===== config.mk =====
export PLATFORM = sky130hd
export DESIGN_NAME = lcd_tgen
export DESIGN_NICKNAME = d
export VERILOG_FILES = /design/src/rtl/lcd_tgen_pkg.sv /design/src/rtl/lcd_tgen_regs.sv /design/src/rtl/lcd_tgen_pixdiv.sv /design/src/rtl/lcd_tgen_axis.sv /design/src/rtl/lcd_tgen.sv
export SDC_FILE = /design/constraint.sdc
export NUM_CORES = 1
export LEC_CHECK = 0
export ABC_AREA = 1
export BUFFER_PORTS_ARGS = -buffer_cell sky130_fd_sc_hd__buf_2
export CAP_MARGIN = 20
export CORE_UTILIZATION = 65
export DETAILED_ROUTE_END_ITERATION = 7
export HOLD_SLACK_MARGIN = 0.02
export PLACE_DENSITY_LB_ADDON = 0.2
export SKIP_LAST_GASP = 1
export SYNTH_ARGS = -nofsm -noshare
export SYNTH_HDL_FRONTEND = slang
export SYNTH_SLANG_ARGS = --single-unit

===== constraint.sdc =====
create_clock -name clk_i -period 5.5 [get_ports clk_i]
set_clock_uncertainty 0.2 [all_clocks]
set_input_delay 0.55 -clock clk_i [delete_from_list [all_inputs] [get_ports clk_i]]
set_output_delay 0.55 -clock clk_i [all_outputs]
set_load 0.02 [all_outputs]

===== src/rtl/lcd_tgen_pkg.sv =====
package lcd_tgen_pkg;
  typedef enum logic [2:0] {
    REG_CTRL = 3'd0,
    REG_HTIM = 3'd1,
    REG_VTIM = 3'd2,
    REG_SIZE = 3'd3,
    REG_STAT = 3'd4
  } reg_addr_e;

  typedef enum logic [1:0] {
    SEG_SYNC  = 2'd0,
    SEG_BACK  = 2'd1,
    SEG_ACT   = 2'd2,
    SEG_FRONT = 2'd3
  } seg_e;

  localparam int CTRL_EN      = 0;
  localparam int CTRL_DSEL    = 1;
  localparam int CTRL_HINV    = 2;
  localparam int CTRL_VINV    = 3;
  localparam int CTRL_IRQ     = 4;
  localparam int CTRL_DIV_LSB = 8;
  localparam int SYNC_LSB     = 0;
  localparam int BACK_LSB     = 8;
  localparam int FRONT_LSB    = 16;
  localparam int WID_LSB      = 0;
  localparam int HGT_LSB      = 16;
  localparam int NUM_AXES     = 2;
endpackage


===== src/rtl/lcd_tgen_regs.sv =====
module lcd_tgen_regs
  import lcd_tgen_pkg::*;
#(
  parameter int PW = 8,
  parameter int SW = 11,
  parameter int DW = 8
) (
  input  logic                                 clk_i,
  input  logic                                 rst_ni,
  input  logic                                 wr_en_i,
  input  logic [2:0]                           wr_addr_i,
  input  logic [31:0]                          wr_data_i,
  input  logic                                 load_i,
  input  logic                                 vs_rise_i,
  output logic                                 a_en_o,
  output logic                                 a_dsel_o,
  output logic [NUM_AXES-1:0]                  a_inv_o,
  output logic [DW-1:0]                        a_div_o,
  output logic [NUM_AXES-1:0][2:0][PW-1:0]     a_por_o,
  output logic [NUM_AXES-1:0][SW-1:0]          a_act_o,
  output logic                                 irq_en_o,
  output logic                                 pend_o
);
  logic                        w_en, w_dsel;
  logic [NUM_AXES-1:0]         w_inv;
  logic [DW-1:0]               w_div;
  logic [NUM_AXES-1:0][SW-1:0] w_act;
  logic                        wr_ctrl, wr_size, wr_stat;

  assign wr_ctrl = wr_en_i && (wr_addr_i == REG_CTRL);
  assign wr_size = wr_en_i && (wr_addr_i == REG_SIZE);
  assign wr_stat = wr_en_i && (wr_addr_i == REG_STAT) && wr_data_i[0];

  always_ff @(posedge clk_i or negedge rst_ni) begin
    if (!rst_ni) begin
      w_en     <= 1'b0;
      w_dsel   <= 1'b0;
      w_inv    <= '0;
      w_div    <= '0;
      irq_en_o <= 1'b0;
    end else if (wr_ctrl) begin
      w_en     <= wr_data_i[CTRL_EN];
      w_dsel   <= wr_data_i[CTRL_DSEL];
      w_inv    <= {wr_data_i[CTRL_VINV], wr_data_i[CTRL_HINV]};
      w_div    <= wr_data_i[CTRL_DIV_LSB +: DW];
      irq_en_o <= wr_data_i[CTRL_IRQ];
    end
  end

  always_ff @(posedge clk_i or negedge rst_ni) begin
    if (!rst_ni) begin
      w_act <= '0;
    end else if (wr_size) begin
      w_act[0] <= wr_data_i[WID_LSB +: SW];
      w_act[1] <= wr_data_i[HGT_LSB +: SW];
    end
  end

  // shadows of control and size
  always_ff @(posedge clk_i or negedge rst_ni) begin
    if (!rst_ni) begin
      a_en_o   <= 1'b0;
      a_dsel_o <= 1'b0;
      a_inv_o  <= '0;
      a_div_o  <= '0;
      a_act_o  <= '0;
    end else if (load_i) begin
      a_en_o   <= w_en;
      a_dsel_o <= w_dsel;
      a_inv_o  <= w_inv;
      a_div_o  <= w_div;
      a_act_o  <= w_act;
    end
  end

  // per-axis porch registers, one address each
  for (genvar ax = 0; ax < NUM_AXES; ax++) begin : g_por
    logic [2:0][PW-1:0] w_q, s_q;
    logic               hit;
    assign hit = wr_en_i && (wr_addr_i == 3'(REG_HTIM + ax));

    always_ff @(posedge clk_i or negedge rst_ni) begin
      if (!rst_ni) begin
        w_q <= '0;
      end else if (hit) begin
        w_q[0] <= wr_data_i[SYNC_LSB  +: PW];
        w_q[1] <= wr_data_i[BACK_LSB  +: PW];
        w_q[2] <= wr_data_i[FRONT_LSB +: PW];
      end
    end

    always_ff @(posedge clk_i or negedge rst_ni) begin
      if (!rst_ni)     s_q <= '0;
      else if (load_i) s_q <= w_q;
    end

    assign a_por_o[ax] = s_q;
  end

  always_ff @(posedge clk_i or negedge rst_ni) begin
    if (!rst_ni)        pend_o <= 1'b0;
    else if (vs_rise_i) pend_o <= 1'b1;
    else if (wr_stat)   pend_o <= 1'b0;
  end
endmodule


===== src/rtl/lcd_tgen_pixdiv.sv =====
module lcd_tgen_pixdiv #(
  parameter int DW = 8
) (
  input  logic          clk_i,
  input  logic          rst_ni,
  input  logic          en_i,
  input  logic          dsel_i,
  input  logic [DW-1:0] div_m1_i,
  output logic          tick_o
);
  logic [DW-1:0] cnt_q;
  logic          wrap;

  assign wrap   = !dsel_i || (cnt_q == div_m1_i);
  assign tick_o = en_i && wrap;

  always_ff @(posedge clk_i or negedge rst_ni) begin
    if (!rst_ni)            cnt_q <= '0;
    else if (!en_i || wrap) cnt_q <= '0;
    else                    cnt_q <= cnt_q + 1'b1;
  end
endmodule


===== src/rtl/lcd_tgen_axis.sv =====
module lcd_tgen_axis
  import lcd_tgen_pkg::*;
#(
  parameter int PW = 8,
  parameter int SW = 11,
  parameter int CW = 11
) (
  input  logic          clk_i,
  input  logic          rst_ni,
  input  logic          clr_i,
  input  logic          step_i,
  input  logic [PW-1:0] sync_m1_i,
  input  logic [PW-1:0] back_m1_i,
  input  logic [SW-1:0] act_m1_i,
  input  logic [PW-1:0] front_m1_i,
  output seg_e          seg_o,
  output logic [CW-1:0] cnt_o,
  output logic          last_o
);
  seg_e          seg_q;
  logic [CW-1:0] cnt_q, len;
  logic          seg_end;

  always_comb begin
    unique case (seg_q)
      SEG_SYNC:  len = CW'(sync_m1_i);
      SEG_BACK:  len = CW'(back_m1_i);
      SEG_ACT:   len = CW'(act_m1_i);
      default:   len = CW'(front_m1_i);
    endcase
  end

  assign seg_end = (cnt_q == len);
  assign last_o  = (seg_q == SEG_FRONT) && seg_end;
  assign seg_o   = seg_q;
  assign cnt_o   = cnt_q;

  always_ff @(posedge clk_i or negedge rst_ni) begin
    if (!rst_ni) begin
      seg_q <= SEG_SYNC;
      cnt_q <= '0;
    end else if (clr_i) begin
      seg_q <= SEG_SYNC;
      cnt_q <= '0;
    end else if (step_i) begin
      if (seg_end) begin
        seg_q <= seg_e'(seg_q + 2'd1);
        cnt_q <= '0;
      end else begin
        cnt_q <= cnt_q + 1'b1;
      end
    end
  end
endmodule


===== src/rtl/lcd_tgen.sv =====
module lcd_tgen
  import lcd_tgen_pkg::*;
#(
  parameter int PW = 8,
  parameter int SW = 11,
  parameter int DW = 8
) (
  input  logic          clk_i,
  input  logic          rst_ni,
  input  logic          wr_en_i,
  input  logic [2:0]    wr_addr_i,
  input  logic [31:0]   wr_data_i,
  output logic          pix_tick_o,
  output logic          hsync_o,
  output logic          vsync_o,
  output logic          de_o,
  output logic [SW-1:0] x_o,
  output logic [SW-1:0] y_o,
  output logic          irq_o,
  output logic          irq_pend_o
);
  localparam int CW = (SW > PW) ? SW : PW;

  logic                              a_en, a_dsel, irq_en, tick;
  logic [NUM_AXES-1:0]               a_inv, last, step, in_act, sync_raw, sync_out;
  logic [DW-1:0]                     a_div;
  logic [NUM_AXES-1:0][2:0][PW-1:0]  a_por;
  logic [NUM_AXES-1:0][SW-1:0]       a_act;
  logic [NUM_AXES-1:0][CW-1:0]       cnt;
  seg_e                              seg [NUM_AXES];
  logic                              frame_last, load, vs_q, vs_rise;

  assign frame_last = last[0] && last[1];
  assign load       = !a_en || (tick && frame_last);
  assign vs_rise    = sync_raw[1] && !vs_q;

  lcd_tgen_regs #(.PW(PW), .SW(SW), .DW(DW)) u_regs (
    .clk_i, .rst_ni, .wr_en_i, .wr_addr_i, .wr_data_i,
    .load_i    (load),
    .vs_rise_i (vs_rise),
    .a_en_o    (a_en),
    .a_dsel_o  (a_dsel),
    .a_inv_o   (a_inv),
    .a_div_o   (a_div),
    .a_por_o   (a_por),
    .a_act_o   (a_act),
    .irq_en_o  (irq_en),
    .pend_o    (irq_pend_o)
  );

  lcd_tgen_pixdiv #(.DW(DW)) u_div (
    .clk_i, .rst_ni,
    .en_i     (a_en),
    .dsel_i   (a_dsel),
    .div_m1_i (a_div),
    .tick_o   (tick)
  );

  for (genvar ax = 0; ax < NUM_AXES; ax++) begin : g_axis
    if (ax == 0) begin : g_h
      assign step[ax] = tick;
    end else begin : g_v
      assign step[ax] = tick && last[0];
    end

    lcd_tgen_axis #(.PW(PW), .SW(SW), .CW(CW)) u_axis (
      .clk_i, .rst_ni,
      .clr_i      (!a_en),
      .step_i     (step[ax]),
      .sync_m1_i  (a_por[ax][0]),
      .back_m1_i  (a_por[ax][1]),
      .act_m1_i   (a_act[ax]),
      .front_m1_i (a_por[ax][2]),
      .seg_o      (seg[ax]),
      .cnt_o      (cnt[ax]),
      .last_o     (last[ax])
    );

    assign sync_raw[ax] = a_en && (seg[ax] == SEG_SYNC);
    assign in_act[ax]   = seg[ax] == SEG_ACT;
    assign sync_out[ax] = sync_raw[ax] ^ a_inv[ax];
  end

  always_ff @(posedge clk_i or negedge rst_ni) begin
    if (!rst_ni) vs_q <= 1'b0;
    else         vs_q <= sync_raw[1];
  end

  assign pix_tick_o = tick;
  assign hsync_o    = sync_out[0];
  assign vsync_o    = sync_out[1];
  assign de_o       = a_en && (&in_act);
  assign x_o        = de_o ? cnt[0][SW-1:0] : '0;
  assign y_o        = de_o ? cnt[1][SW-1:0] : '0;
  assign irq_o      = irq_pend_o && irq_en;
endmodule


==> impl_metrics.py, run 1 <==
metrics = {
    "status": {
        "outcome": "finished, final reports clean",
    },
    "routing": {
        "wl_per_cell_um": 16.5,
        "firstDrtPassIters": 8,
        "drt_iter0_drc": 764,
        "viasPerCell": 5.76,
        "routed_wl_mm": 23.0,
        "ant_nets": 0,
        "drc": 0,
        "vias": 8029,
    },
    "worst_setup_path": {
        "critPathRequiredTime_ns": 5.68,
        "cpMostUsedCell": "nand2_1",
        "slowest_delay_ns": 0.68,
        "critPathSlowestCell": "buf_4",
        "r2r_end": "g_axis[1].u_axis.cnt_o[10]",
        "critPathKind": "reg -> reg",
        "rr_startpoint": "g_axis[0].u_axis.seg_o[0]",
        "ff2ff_setup_slack_ns": 1.70,
        "crit_path_max_fanout": 86,
        "crit_arrival_ns": 3.98,
        "start_kind": "flop",
        "cp_cell_sequence": "inv_1, ha_1, nand2_1, nand2_1, inv_1, nand2_1, nand2_1, nand2_1, nand2_1, nor2_1, nand2_1, nor2_2, nand3_1, nand2_2, buf_4, inv_1, nand2_1, nand2_1",
        "crit_buf_inv": 4,
        "crit_path_end_kind": "flop",
        "ff2ff_path_depth": 18,
        "crit_family": "buffers and inverters",
    },
    "clock_network": {
        "cts.sinks": 201,
        "clkTransAtPathRegs_ns": 0.06,
        "clk_path_buf_depth": 3,
        "numCtsBuffers": 21,
        "clock_latency_ns": 0.50,
        "cts_tree": "built",
        "cts-root-buf": "clkbuf_16",
        "h-tree-depth": 1,
        "postCtsSetupRepairBufs": 0,
    },
    "layout": {
        "fin_cells": 1395,
        "nNetsFinal": 1251,
        "drive_above_1_share_pct": 9.55,
        "area_growth_pct": 9.85,
        "antenna_cells": 0,
        "final_core_util_pct": 74.2,
        "mostFrequentLayoutCells": "nand2_1 (424), dfrtp_1 (201), nand3_1 (139), o21ai_0 (93), inv_1 (75)",
        "final_common_cell": "nand2_1",
    },
    "grt": {
        "grt_pass1_vias": 7427,
        "grt-ovfl-total": 0,
        "grt_pass1_wl_mm": 37.3,
        "grt_max_degree": 92,
        "antenna_found_initial": 0,
        "gr-usage-all-layers_pct": 32.0,
    },
    "floorplan": {
        "die_w_um": 123,
        "die_area_um2": 15100,
        "core_area_um2": 14100,
        "rows": 43,
        "die_h_um": 123,
        "initial_core_util_pct": 67.6,
        "design.portCount": 66,
    },
    "synth": {
        "synth-edff-count": 0,
        "yosysTopAreaCell": "dfrtp_1",
        "synthFlopType": "dfrtp_1",
        "synth_cell_types": 30,
        "yosys-top-cells-area": "dfrtp_1 (53%), nand2_1 (17%), nand3_1 (7.3%), o21ai_0 (4.9%), inv_1 (3.0%)",
        "ys_async_sr_fraction_pct": 100,
        "syn_area_per_cell_um2": 8.15,
        "yosysWarningCount": 0,
        "syn_area_um2": 9520,
        "synth_cells": 1168,
        "syn-num-nets": 1219,
        "ys_ff_latch": 201,
        "ys_seq_area_share_pct": 52.8,
        "yosysTopAreaCellShare_pct": 52.8,
    },
    "sta": {
        "final_hold_viol_count": 0,
        "finalSetupViolations": 0,
        "rsz0062_at_grt": "false",
        "setup-tns-final_ns": 0,
        "worst_pin_slew_ns": 0.986,
        "fmax_mhz": 263,
        "post-route-period-util_pct": 69.0,
        "slew_violations": 0,
        "slew-limit-headroom_pct": 34.1,
        "min_period_ns": 3.80,
    },
    "pwr": {
        "max-vdd-ir-drop_v": 0.000279,
        "power_frac_comb_pct": 22.4,
        "swShare_pct": 33.0,
        "switchingPower_mw": 1.41,
        "powerDensity_nw_per_um2": 407,
        "intPower_mw": 2.85,
        "p_clk_share_pct": 33.0,
        "share_seq_of_total_power_pct": 44.6,
        "report.power.total_mw": 4.26,
        "p_leak_nw": 5.55,
    },
    "min_path": {
        "min_path_cells": 2,
        "worstHoldPathType": "in -> reg",
        "hp-start": "wr_data_i[26]",
        "min_to": "u_regs.w_act[21]",
    },
    "job": {
        "maxCapViolations": 0,
    },
    "place": {
        "portBuffers": 60,
        "post-dp-hpwl_mm": 14.6,
        "place_inst": 1356,
        "gp_congestion": 0.901,
    },
}
cell families after synthesis:
family / share of synthesized area, %
adder cells (fa/ha/maj): 1.71
XOR/XNOR: 2.30
AND/OR/NAND/NOR: 29.8
buffers and inverters: 6.99
flip-flops: 52.8
multiplexers: 0.355
AO/OA/AOI/OAI: 6.04
area by class of cell:
class | count | area [um2]
multi-input cells | 828 | 3830
inverters | 78 | 293
fillers | 1056 | 3630
repair buffers | 70 | 399
well taps | 180 | 225
clock inverters | 7 | 63.8
clock buffers | 31 | 623
flip-flops and latches | 201 | 5030
through the flow:
step           hold WS (ns)  instance area [um2]  setup slack, ns
5_1_grt              0.0709                10500             1.42
6_report             0.0782                10500             1.70
4_1_cts              0.0688                10500             1.74
3_3_place_gp          0.243                 9770             1.86
3_5_place_dp          0.247                 9770             1.80
2_1_floorplan        0.0544                 9520             2.53
power groups by stage:
| stage | registers, mW | clock network [mW] | logic, mW |
|---|---|---|---|
| after floorplan | 1.87 | 0 | 0.693 |
| after global placement | 1.91 | 0 | 0.902 |
| after detailed placement | 1.91 | 0 | 0.930 |
| after CTS | 1.89 | 1.42 | 0.944 |
| after global routing | 1.92 | 1.48 | 1.07 |
| final | 1.90 | 1.41 | 0.953 |
worst max path at each step:
stage	start	to	slack, ns	cells past startpoint
final	g_axis[0].u_axis.seg_o[0]	g_axis[1].u_axis.cnt_o[10]	1.70	18
after floorplan	g_axis[1].u_axis.seg_o[0]	x_o[0]	2.53	8
after CTS	g_axis[0].u_axis.seg_o[0]	g_axis[1].u_axis.cnt_o[10]	1.74	18
after detailed placement	g_axis[0].u_axis.seg_o[0]	g_axis[1].u_axis.cnt_o[10]	1.80	18
after global routing	g_axis[0].u_axis.seg_o[0]	g_axis[1].u_axis.cnt_o[1]	1.42	18
after global placement	g_axis[0].u_axis.seg_o[0]	g_axis[1].u_axis.cnt_o[10]	1.86	18
sequential cells by signal, indices dropped and copies added (netlist names):
signal,flops
u_regs.a_dsel_o,1
u_regs.pend_o,1
u_regs.a_inv_o,2
u_regs.a_en_o,1
u_div.cnt_q,8
vs_q,1
u_regs.a_div_o,8
u_regs.irq_en_o,1
g_axis.u_axis.seg_o,4
u_regs.w_div,8
u_regs.w_en,1
u_regs.a_act_o,22
u_regs.w_dsel,1
u_regs.w_inv,2
u_regs.a_por_o,48
u_regs.w_act,22
g_axis.u_axis.cnt_o,22
u_regs.g_por.w_q,48
routing by layer:
metal	global-route usage [%]	part of all wire (%)
met1	45.6	43
met2	51.9	48
met3	4.57	6.8
met4	8.58	2.4
met5	0	0
timing repair:
action / 4_1_cts / 5_1_grt
hold endpoints to repair: 89 / 0
hold buffers: 1 / 0
setup endpoints to repair: 0 / 0
gates resized for setup: 0 / 0
Yosys cell counts, types with 4 or more instances:
| library cell | number |
|---|---|
| nand2_1 | 424 |
| dfrtp_1 | 201 |
| nand3_1 | 139 |
| o21ai_0 | 93 |
| inv_1 | 75 |
| nor2_1 | 57 |
| clkbuf_1 | 20 |
| buf_2 | 19 |
| a21oi_1 | 16 |
| xor2_1 | 14 |
| ha_1 | 13 |
| nand4_1 | 13 |
| buf_6 | 12 |
| xnor2_1 | 11 |
| nor3_1 | 10 |
| buf_4 | 8 |
| or2_1 | 8 |
| nand3b_1 | 7 |
| nor4_1 | 4 |
(Power assumes the default switching activity.)
==> run 2, diff against run 1 <==
--- a/config.mk
+++ b/config.mk
@@ -8,7 +8,7 @@
 export ABC_AREA = 1
 export BUFFER_PORTS_ARGS = -buffer_cell sky130_fd_sc_hd__buf_2
 export CAP_MARGIN = 20
-export CORE_UTILIZATION = 65
+export CORE_UTILIZATION = 61
 export DETAILED_ROUTE_END_ITERATION = 7
 export HOLD_SLACK_MARGIN = 0.02
 export PLACE_DENSITY_LB_ADDON = 0.2
==> constraint.sdc (replaced) <==
create_clock -name clk_i -period 3.5 [get_ports clk_i]
set_clock_uncertainty 0.2 [all_clocks]
set_input_delay 0.35 -clock clk_i [delete_from_list [all_inputs] [get_ports clk_i]]
set_output_delay 0.35 -clock clk_i [all_outputs]
set_load 0.02 [all_outputs]
==> run 2 against run 1 <==
Net effect:
- critical path depth down 11
- critical endpoint is now y_o[10]
- design area up 3.8%
- sequential share of layout area down 1.8 points
- via count down 0.40%
==> impl_metrics.py, run 2 (synthesis results as in run 1) <==
metrics = {
    "routing": {
        "drc": 0,
        "ant_nets": 0,
        "vias": 7997,
        "viasPerCell": 5.56,
        "wl_per_cell_um": 15.9,
        "firstDrtPassIters": 5,
        "drt_iter0_drc": 681,
        "routed_wl_mm": 22.9,
    },
    "sta": {
        "setup-tns-final_ns": 0,
        "post-route-period-util_pct": 92.8,
        "finalSetupViolations": 0,
        "slew-limit-headroom_pct": 47.3,
        "fmax_mhz": 308,
        "rsz0062_at_grt": "false",
        "slew_violations": 0,
        "fin_ws_ns": 0.251,
        "worst_pin_slew_ns": 0.790,
        "timing.hold.ws_ns": 0.0342,
        "final_hold_viol_count": 0,
        "min_period_ns": 3.25,
    },
    "place": {
        "place_inst": 1373,
        "portBuffers": 60,
        "dpl_worst_slack_ns": 0.491,
        "post-dp-hpwl_mm": 15.0,
        "gp_congestion": 0.909,
    },
    "min_path": {
        "min_to": "u_regs.g_por[0].w_q[23]",
        "worstHoldPathType": "in -> reg",
        "min_path_cells": 3,
        "hp-start": "wr_data_i[23]",
    },
    "pwr": {
        "share_seq_of_total_power_pct": 44.2,
        "p_clk_share_pct": 33.2,
        "switchingPower_mw": 2.22,
        "powerDensity_nw_per_um2": 621,
        "p_leak_nw": 5.73,
        "intPower_mw": 4.52,
        "power_frac_comb_pct": 22.7,
        "max-vdd-ir-drop_v": 0.000399,
        "swShare_pct": 32.9,
    },
    "worst_setup_path": {
        "critPathKind": "reg -> out",
        "ff2ff_path_depth": 16,
        "critPathRequiredTime_ns": 2.95,
        "r2r_end": "u_regs.a_act_o[2]",
        "crit_path_end_kind": "primary output",
        "ff2ff_setup_slack_ns": 0.42,
        "crit_arrival_ns": 2.70,
        "crit_path_max_fanout": 22,
        "start_kind": "flop",
        "rr_startpoint": "g_axis[1].u_axis.seg_o[0]",
    },
    "layout": {
        "area_growth_pct": 14.0,
        "drive_above_1_share_pct": 10.2,
        "mostFrequentLayoutCells": "nand2_1 (424), dfrtp_1 (201), nand3_1 (139), o21ai_0 (93), inv_1 (75)",
        "final_common_cell": "nand2_1",
        "final_core_util_pct": 71.4,
        "fin_cells": 1438,
        "antenna_cells": 0,
        "nNetsFinal": 1287,
    },
    "clock_network": {
        "cts-root-buf": "clkbuf_16",
        "cts.sinks": 201,
        "ctsHoldBuffers": 27,
        "clkTransAtPathRegs_ns": 0.05,
        "clk_path_buf_depth": 3,
        "clock_latency_ns": 0.51,
        "ctsResizeCount": 0,
        "h-tree-depth": 1,
        "postCtsSetupRepairBufs": 0,
        "numCtsBuffers": 22,
        "cts_tree": "built",
    },
    "floorplan": {
        "initial_core_util_pct": 62.7,
        "die_area_um2": 16100,
        "design.portCount": 66,
        "core_area_um2": 15200,
        "rows": 45,
        "die_w_um": 127,
        "die_h_um": 127,
    },
    "grt": {
        "grt-ovfl-total": 0,
        "grt_max_degree": 97,
        "antenna_found_initial": 0,
        "grt_pass1_wl_mm": 37.8,
        "gr-usage-all-layers_pct": 29.9,
        "grt_pass1_vias": 7517,
    },
    "job": {
        "maxCapViolations": 0,
    },
    "status": {
        "outcome": "finished, final reports clean",
    },
}
run 2: changes by cell type in the layout (fill, tap and decap cells not counted), sizes merged:
cell / previous run / this run
buf: 68 / 77
clkbuf: 32 / 27
clkinv: 6 / 12
dlygate4sd3: 1 / 27
inv: 78 / 77
run 2: critical path: stages, from the launching register on:
cell     delay (ns)
dfrtp_1        0.45
inv_1          0.11
ha_1           0.54
inv_1          0.08
nor3_1         0.28
inv_1          0.35
nor2_1         0.20
buf_2          0.19
run 2: area by class of cell:
cell class	instances	area, um2
sequential	201	5030
fill	1165	4340
multi-input combinational	828	3830
timing repair buffer	105	764
clock buffer	26	596
inverter	78	293
tap	188	235
clock inverter	12	114
run 2: per-layer routing:
| layer | routed length [um] | part of all wire, % | GRT usage (%) |
|---|---|---|---|
| met5 | 0 | 0 | 0 |
| met1 | 9930 | 43 | 41.4 |
| met4 | 505 | 2.2 | 8.54 |
| met3 | 1650 | 7.2 | 5.57 |
| met2 | 10800 | 47 | 48.6 |
run 2: worst max path at each step:
stage,cells after the start,startpoint,slack [ns],endpoint
floorplan,8,g_axis[1].u_axis.seg_o[0],0.73,x_o[0]
global placement,18,g_axis[0].u_axis.seg_o[0],0.56,g_axis[1].u_axis.seg_o[1]
detailed placement,16,g_axis[1].u_axis.seg_o[0],0.49,u_regs.a_por_o[9]
CTS,7,g_axis[1].u_axis.seg_o[0],0.25,y_o[10]
global route,7,g_axis[1].u_axis.seg_o[0],0.03,y_o[10]
finish,7,g_axis[1].u_axis.seg_o[0],0.25,y_o[10]
run 2: power groups by stage:
| stage | Sequential (mW) | Clock [mW] | Combinational (mW) |
|---|---|---|---|
| after global placement | 3.00 | 0 | 1.44 |
| final | 2.98 | 2.24 | 1.53 |
| after global routing | 3.02 | 2.36 | 1.72 |
| after floorplan | 2.93 | 0 | 1.09 |
| after CTS | 2.97 | 2.26 | 1.53 |
| after detailed placement | 3.00 | 0 | 1.48 |
run 2: through the flow:
| stage | power, mW | cell area [um2] |
|---|---|---|
| CTS | 6.76 | 10900 |
| global route | 7.10 | 10900 |
| global placement | 4.44 | 9880 |
| finish | 6.74 | 10900 |
| floorplan | 4.02 | 9520 |
| detailed placement | 4.49 | 9880 |
